File: config.mk
export PLATFORM = sky130hd
export DESIGN_NAME = irq_aggregator
export DESIGN_NICKNAME = d
export VERILOG_FILES = /design/src/rtl/irq_pkg.sv /design/src/rtl/irq_hs_qual.sv /design/src/rtl/irq_sticky_bank.sv /design/src/rtl/irq_pin_drv.sv /design/src/rtl/irq_aggregator.sv
export SDC_FILE = /design/constraint.sdc
export NUM_CORES = 1
export LEC_CHECK = 0
export BUFFER_PORTS_ARGS = -buffer_cell sky130_fd_sc_hd__buf_2
export CAP_MARGIN = 20
export CELL_PAD_IN_SITES_DETAIL_PLACEMENT = 1
export CELL_PAD_IN_SITES_GLOBAL_PLACEMENT = 1
export CORE_UTILIZATION = 28
export CTS_CLUSTER_SIZE = 12
export DETAILED_ROUTE_END_ITERATION = 8
export PLACE_DENSITY = 0.85
export REMOVE_ABC_BUFFERS = 1
export SYNTH_ARGS = -nofsm -noshare
export SYNTH_HDL_FRONTEND = slang
export SYNTH_SLANG_ARGS = --single-unit
File: constraint.sdc
create_clock -name clk -period 1.6 [get_ports clk]
set_input_delay 0.32 -clock clk [delete_from_list [all_inputs] [get_ports clk]]
set_output_delay 0.32 -clock clk [all_outputs]
set_load 0.02 [all_outputs]
File: src/rtl/irq_pkg.sv
package irq_pkg;
  typedef enum logic [1:0] {
    HS_ACK  = 2'd0,
    HS_NYET = 2'd1,
    HS_NAK  = 2'd2,
    HS_NONE = 2'd3
  } hs_code_e;

  typedef enum logic [1:0] {
    FLT_ALL       = 2'd0,
    FLT_NO_NAK    = 2'd1,
    FLT_FIRST_NAK = 2'd2,
    FLT_RSVD      = 2'd3
  } flt_e;

  localparam int BIT_BRST   = 0;
  localparam int BIT_SOF    = 1;
  localparam int BIT_PSOF   = 2;
  localparam int BIT_SUSP   = 3;
  localparam int BIT_RESUME = 4;
  localparam int BIT_HS     = 5;
  localparam int BIT_DMA    = 6;
  localparam int BIT_EP0    = 7;
  localparam int DMA_SRC    = 6;

  function automatic int rx_bit(input int ep);
    return BIT_EP0 + 2 * ep;
  endfunction

  function automatic int tx_bit(input int ep);
    return BIT_EP0 + 2 * ep + 1;
  endfunction
endpackage

File: src/rtl/irq_hs_qual.sv
module irq_hs_qual
  import irq_pkg::*;
(
  input  logic       clk,
  input  logic       rst_n,
  input  logic       evt,
  input  logic [1:0] code,
  input  logic [1:0] mode,
  output logic       hit
);
  logic nak_seen_q;
  logic is_ack, is_nak;

  always_comb begin
    is_ack = (code == HS_ACK) || (code == HS_NYET);
    is_nak = (code == HS_NAK);
    hit = 1'b0;
    if (evt) begin
      if (is_ack) hit = 1'b1;
      else if (is_nak) begin
        case (mode)
          FLT_ALL:       hit = 1'b1;
          FLT_FIRST_NAK: hit = !nak_seen_q;
          default:       hit = 1'b0;
        endcase
      end
    end
  end

  always_ff @(posedge clk or negedge rst_n) begin
    if (!rst_n) nak_seen_q <= 1'b0;
    else if (evt && is_ack) nak_seen_q <= 1'b0;
    else if (evt && is_nak) nak_seen_q <= 1'b1;
  end

  // filters 1 and 3 never pass a NAK
  a_r7_nak_blocked: assert property (@(posedge clk) disable iff (!rst_n)
    (evt && code == HS_NAK && mode[0]) |-> !hit);

  // two NAKs in a row under first-NAK filter pass at most once
  a_r7_first_nak_once: assert property (@(posedge clk) disable iff (!rst_n)
    (evt && code == HS_NAK && mode == FLT_FIRST_NAK)
    |=> !(evt && code == HS_NAK && hit && mode == FLT_FIRST_NAK));
endmodule

File: src/rtl/irq_sticky_bank.sv
module irq_sticky_bank #(
  parameter int N = 8
) (
  input  logic         clk,
  input  logic         rst_n,
  input  logic [N-1:0] set,
  input  logic [N-1:0] clr,
  output logic [N-1:0] q
);
  always_ff @(posedge clk or negedge rst_n) begin
    if (!rst_n) q <= '0;
    else        q <= (q & ~clr) | set;
  end

  // a set always lands, even against a clear
  a_r2_set_wins: assert property (@(posedge clk) disable iff (!rst_n)
    1'b1 |=> ((q & $past(set)) == $past(set)));

  // set bits without a clear stay set
  a_r1_sticky: assert property (@(posedge clk) disable iff (!rst_n)
    1'b1 |=> ((q & $past(q & ~clr)) == $past(q & ~clr)));
endmodule

File: src/rtl/irq_pin_drv.sv
module irq_pin_drv #(
  parameter int N         = 8,
  parameter int PULSE_LEN = 4
) (
  input  logic         clk,
  input  logic         rst_n,
  input  logic [N-1:0] eff_q,
  input  logic [N-1:0] eff_nx,
  input  logic [N-1:0] en,
  input  logic         glb_en,
  input  logic         pol,
  input  logic         pulse_mode,
  output logic         pin
);
  localparam int CW = $clog2(PULSE_LEN + 1);
  localparam logic [CW-1:0] CNT_MAX = CW'(PULSE_LEN);

  logic [CW-1:0] cnt_q;
  logic          new_hit;
  logic          active;

  assign new_hit = |(eff_nx & ~eff_q & en);

  always_ff @(posedge clk or negedge rst_n) begin
    if (!rst_n)             cnt_q <= '0;
    else if (new_hit)       cnt_q <= CNT_MAX;
    else if (cnt_q != '0)   cnt_q <= cnt_q - 1'b1;
  end

  always_comb begin
    if (pulse_mode) active = (cnt_q != '0);
    else            active = |(eff_q & en);
    pin = (glb_en && active) ? pol : !pol;
  end

  // counter never exceeds the pulse length
  a_r5_bounded: assert property (@(posedge clk) disable iff (!rst_n)
    cnt_q <= CNT_MAX);

  // a new enabled event restarts the full pulse
  a_r5_restart: assert property (@(posedge clk) disable iff (!rst_n)
    new_hit |=> cnt_q == CNT_MAX);

  // globally disabled pin rests inactive
  a_r6_quiet: assert property (@(posedge clk) disable iff (!rst_n)
    !glb_en |-> pin == !pol);
endmodule

File: src/rtl/irq_aggregator.sv
module irq_aggregator
  import irq_pkg::*;
#(
  parameter  int NUM_EP    = 8,
  parameter  int PULSE_LEN = 4,
  localparam int W         = BIT_EP0 + 2 * NUM_EP
) (
  input  logic                  clk,
  input  logic                  rst_n,
  input  logic                  evt_bus_reset,
  input  logic                  evt_sof,
  input  logic                  evt_psof,
  input  logic                  evt_suspend,
  input  logic                  evt_resume,
  input  logic                  hs_active,
  input  logic [NUM_EP-1:0]     ep_rx_evt,
  input  logic [2*NUM_EP-1:0]   ep_rx_code,
  input  logic [NUM_EP-1:0]     ep_tx_evt,
  input  logic [2*NUM_EP-1:0]   ep_tx_code,
  input  logic [1:0]            in_filter,
  input  logic [1:0]            out_filter,
  input  logic [DMA_SRC-1:0]    dma_evt,
  input  logic [DMA_SRC-1:0]    dma_en,
  input  logic [DMA_SRC-1:0]    dma_clr,
  input  logic [W-1:0]          main_en,
  input  logic [W-1:0]          main_clr,
  input  logic                  glb_en,
  input  logic                  pin_pol,
  input  logic                  pin_pulse,
  output logic [W-1:0]          irq_status,
  output logic [DMA_SRC-1:0]    dma_reason,
  output logic                  irq_pin
);
  logic              hs_q;
  logic [NUM_EP-1:0] rx_hit, tx_hit;
  logic [W-1:0]      main_set, main_q, main_nx;
  logic [W-1:0]      eff_q, eff_nx;
  logic [DMA_SRC-1:0] reason_nx;

  always_ff @(posedge clk or negedge rst_n) begin
    if (!rst_n) hs_q <= 1'b0;
    else        hs_q <= hs_active;
  end

  for (genvar g = 0; g < NUM_EP; g++) begin : g_ep
    irq_hs_qual u_rx (
      .clk(clk), .rst_n(rst_n), .evt(ep_rx_evt[g]),
      .code(ep_rx_code[2*g +: 2]), .mode(out_filter), .hit(rx_hit[g]));
    irq_hs_qual u_tx (
      .clk(clk), .rst_n(rst_n), .evt(ep_tx_evt[g]),
      .code(ep_tx_code[2*g +: 2]), .mode(in_filter), .hit(tx_hit[g]));
  end

  always_comb begin
    main_set             = '0;
    main_set[BIT_BRST]   = evt_bus_reset;
    main_set[BIT_SOF]    = evt_sof;
    main_set[BIT_PSOF]   = evt_psof;
    main_set[BIT_SUSP]   = evt_suspend;
    main_set[BIT_RESUME] = evt_resume;
    main_set[BIT_HS]     = hs_active && !hs_q;
    for (int i = 0; i < NUM_EP; i++) begin
      main_set[rx_bit(i)] = rx_hit[i];
      main_set[tx_bit(i)] = tx_hit[i];
    end
  end

  irq_sticky_bank #(.N(W)) u_main (
    .clk(clk), .rst_n(rst_n), .set(main_set), .clr(main_clr), .q(main_q));

  irq_sticky_bank #(.N(DMA_SRC)) u_dma (
    .clk(clk), .rst_n(rst_n), .set(dma_evt), .clr(dma_clr), .q(dma_reason));

  always_comb begin
    main_nx   = (main_q & ~main_clr) | main_set;
    reason_nx = (dma_reason & ~dma_clr) | dma_evt;
    eff_q           = main_q;
    eff_q[BIT_DMA]  = |(dma_reason & dma_en);
    eff_nx          = main_nx;
    eff_nx[BIT_DMA] = |(reason_nx & dma_en);
  end

  assign irq_status = eff_q;

  irq_pin_drv #(.N(W), .PULSE_LEN(PULSE_LEN)) u_pin (
    .clk(clk), .rst_n(rst_n), .eff_q(eff_q), .eff_nx(eff_nx), .en(main_en),
    .glb_en(glb_en), .pol(pin_pol), .pulse_mode(pin_pulse), .pin(irq_pin));

  // high-speed bit only rises after hs_active was sampled high
  a_r8_hs_rise: assert property (@(posedge clk) disable iff (!rst_n)
    $rose(irq_status[BIT_HS]) |-> $past(hs_active));

  // clearing the summary bit alone leaves it unchanged
  a_r9_summary_clear: assert property (@(posedge clk) disable iff (!rst_n)
    (main_clr[BIT_DMA] && dma_clr == '0 && dma_evt == '0) |=>
      (irq_status[BIT_DMA] || !$past(irq_status[BIT_DMA]) || $past(dma_en) != dma_en));
endmodule

==> impl_metrics.json <==
{
  "outcome": "finished, violations left",
  "violations": "negative hold slack, negative setup slack",
  "htreeDepth": 2,
  "syn-cell-area_um2": 2740,
  "worst_pin_slew_ns": 0.432,
  "stdcell_area_um2": 4590,
  "grt_pass1_vias": 3572,
  "yosys-top-cells-count": "inv_1 (49), dfrtp_1 (48), nand2_1 (33)",
  "initial_core_util": 0.293,
  "synth-main-ff-cell": "dfrtp_1",
  "grt_max_degree": 49,
  "routed_wl_um": 11300,
  "dpl.hpwl_um": 9340,
  "root_buffer": "clkbuf_8",
  "maxCapViolations": 0,
  "fillers": 1158,
  "cts_buffers": 5,
  "vias_per_cell": 4.89,
  "rsz0062_at_grt": "yes",
  "crit_chain": "a21oi_2 -> buf_4 -> nand4_1 -> nor4_2 -> buf_4 -> a21oi_2 -> xnor2_1 -> buf_4",
  "rows": 35,
  "io_pins": 157,
  "cp.buffers_inverters": 3,
  "grtUsageTotal": 0.224,
  "cts_tree": "done",
  "die_x_um": 101,
  "gp_congestion": 0.764,
  "remaining_drc_errors": 0,
  "r2r_cells": 6,
  "ys_warn_count": 0,
  "fp.coreArea_um2": 9370,
  "synth_top_family_by_area": "compound AO/OA/AOI/OAI gates",
  "reg2reg_to": "u_pin.cnt_q[2]",
  "clock.fmax_mhz": 451,
  "critPathLaunchType": "flip-flop",
  "final_hold_viol_count": 11,
  "power_density_nw_per_um2": 738,
  "clock_skew_ns": 0.0123,
  "drive_gt1_frac": 0.513,
  "ys_ff_latch": 48,
  "antenna_found_initial": 0,
  "yosysTopAreaCell": "dfrtp_1",
  "overflow": 0,
  "grt_pass1_wl_um": 17200,
  "slowest_stage": "dfrtp_1",
  "dr_total_vias": 3253,
  "drt-initial-drc-count": 108,
  "syn_inst": 295,
  "clock_latency_ns": 0.31,
  "clk_pin_slew_ns": 0.09,
  "ir_drop_mv": 0.357,
  "wl_per_cell_um": 17.0,
  "yosys.area_share.simple": 0.224,
  "placed_area_um2": 4290,
  "timing.hold.ws_ns": -0.0144,
  "num-nets-final": 665,
  "ant_nets": 0,
  "timing.rr.start": "u_main.q[17]",
  "path_class": "flip-flop to output pin",
  "synth.most_common_cell": "inv_1",
  "die_area_um2": 10200,
  "ys_async_sr_fraction": 1.00,
  "crit_top_cell": "buf_4",
  "max_stage_delay_ns": 0.41,
  "fin_crit_ns": 2.22,
  "port_buffers": 155,
  "fp.dieH_um": 101,
  "synth_mux_area_frac": 0.00411,
  "synth_top_cell_area_share": 0.438,
  "synth-adder-area-share": 0.00912,
  "cts_sinks": 48,
  "syn2layout_area_growth_pct": 67.3,
  "layout_setup_ws_ns": -0.615,
  "synth_compound_area_frac": 0.245,
  "r2r_slack_ns": -0.27,
  "setup_violations": 5,
  "maxSlewHeadroom": 0.708,
  "seq_area_frac_synth": 0.438,
  "cp_max_fo": 2,
  "worst_ep_required_time_ns": 1.28,
  "synth.distinct_cells": 49,
  "cp-end-kind": "output pin",
  "synth-xor-area-share": 0.00639,
  "cp.arrival_ns": 1.90,
  "postSynthAreaPerCell_um2": 9.30,
  "hold_path.class": "input port to async pin",
  "drt-pass1-iter-count": 4,
  "antenna_cells": 0,
  "synth-edff-count": 0,
  "clock_path_buffers": 2,
  "p_leak_uw": 0.00238,
  "critPathTopFamily": "buffers and inverters",
  "report.final.slew_viol_count": 0,
  "fin_crit_sh": 1.38,
  "synth_area_leaders": "dfrtp_1 (44%), inv_1 (6.7%), nand2_1 (4.5%)"
}
-- cells in the final DEF (no fill, tap or decap), types with 4 or more instances in the layout --
cell,synthesis,routed
inv_1,49,49
a21o_1,8,8
o21a_1,5,5
nor4bb_2,0,4
nand4_1,4,4
clkbuf_8,0,7
nor4_2,0,5
nand2_1,33,33
buf_2,1,154
o21ai_1,5,5
a22oi_2,0,4
nand2b_1,11,10
o22a_1,4,4
nor4bb_1,10,6
a22oi_1,13,9
nor2b_1,9,8
o221ai_1,6,6
dfrtp_1,48,48
nor2_1,6,6
a211o_1,6,6
a21oi_1,16,13
buf_4,1,77
-- layout make-up --
class                           instances  area (um^2)  area share
Sequential cell                        48         1200       0.262
Timing Repair Buffer                  236         1430       0.312
Inverter                               50          189      0.0412
Multi-Input combinational cell        195         1510       0.329
Clock buffer                            7         96.3      0.0210
Tap cell                              129          161      0.0352
-- power breakdown --
part / internal (uW) / switching (uW)
Sequential: 1340 / 80.8
Clock: 386 / 426
Combinational: 578 / 576
-- how the worst max path moves through the flow --
stage | start | end | slack [ns] | depth (start not counted)
3_5_place_dp | main_en[14] | irq_pin | -0.51 | 8
2_1_floorplan | u_dma.q[3] | u_pin.cnt_q[2] | -0.25 | 5
4_1_cts | u_main.q[1] | irq_pin | -0.65 | 7
6_report | u_main.q[13] | irq_pin | -0.62 | 8
3_3_place_gp | main_en[14] | irq_pin | -0.42 | 8
5_1_grt | u_main.q[1] | irq_pin | -0.79 | 7
-- sequential cells by signal, summed over array words and instances (netlist names) --
signal and flops:
u_pin.cnt_q 3, u_dma.q 6, g_ep.u_rx.nak_seen_q 8, g_ep.u_tx.nak_seen_q 8, hs_q 1, u_main.q 22
-- layer usage --
| layer | vias to the layer above | GRT usage | routed length [um] |
|---|---|---|---|
| li1 | 1555 | - | - |
| met1 | 1577 | 0.252 | 4520 |
| met2 | 110 | 0.437 | 6130 |
| met3 | 11 | 0.0368 | 537 |
| met4 | 0 | 0.0479 | 100 |
| met5 | - | 0 | 0 |
-- through the flow --
stage / util / worst slack (ns) / setup TNS, ns / cells / total power (uW)
after CTS: 0.480 / -0.654 / -1.35 / 664 / 3380
after global placement: 0.458 / -0.418 / -1.05 / 655 / 2450
final: 0.490 / -0.615 / -1.21 / 665 / 3380
after global routing: 0.490 / -0.791 / -1.64 / 665 / 3570
after detailed placement: 0.458 / -0.508 / -1.33 / 655 / 2510
after floorplan: - / -0.254 / -0.501 / 293 / 1860
-- cells by family after synthesis --
logic type / Yosys count
fa+ha+maj: 2
xor+xnor: 2
compound gates: 89
flops: 48
buf+inv: 52
simple gates: 101
mux: 1
-- repair_timing --
item,in CTS,in global routing
setup endpoints to repair,5,5
pin swaps,8,7
setup buffers,2,3
gates resized for setup,18,15
hold buffers,0,0
endpoints found under the hold margin,0,0
(Power assumes the default switching activity.)
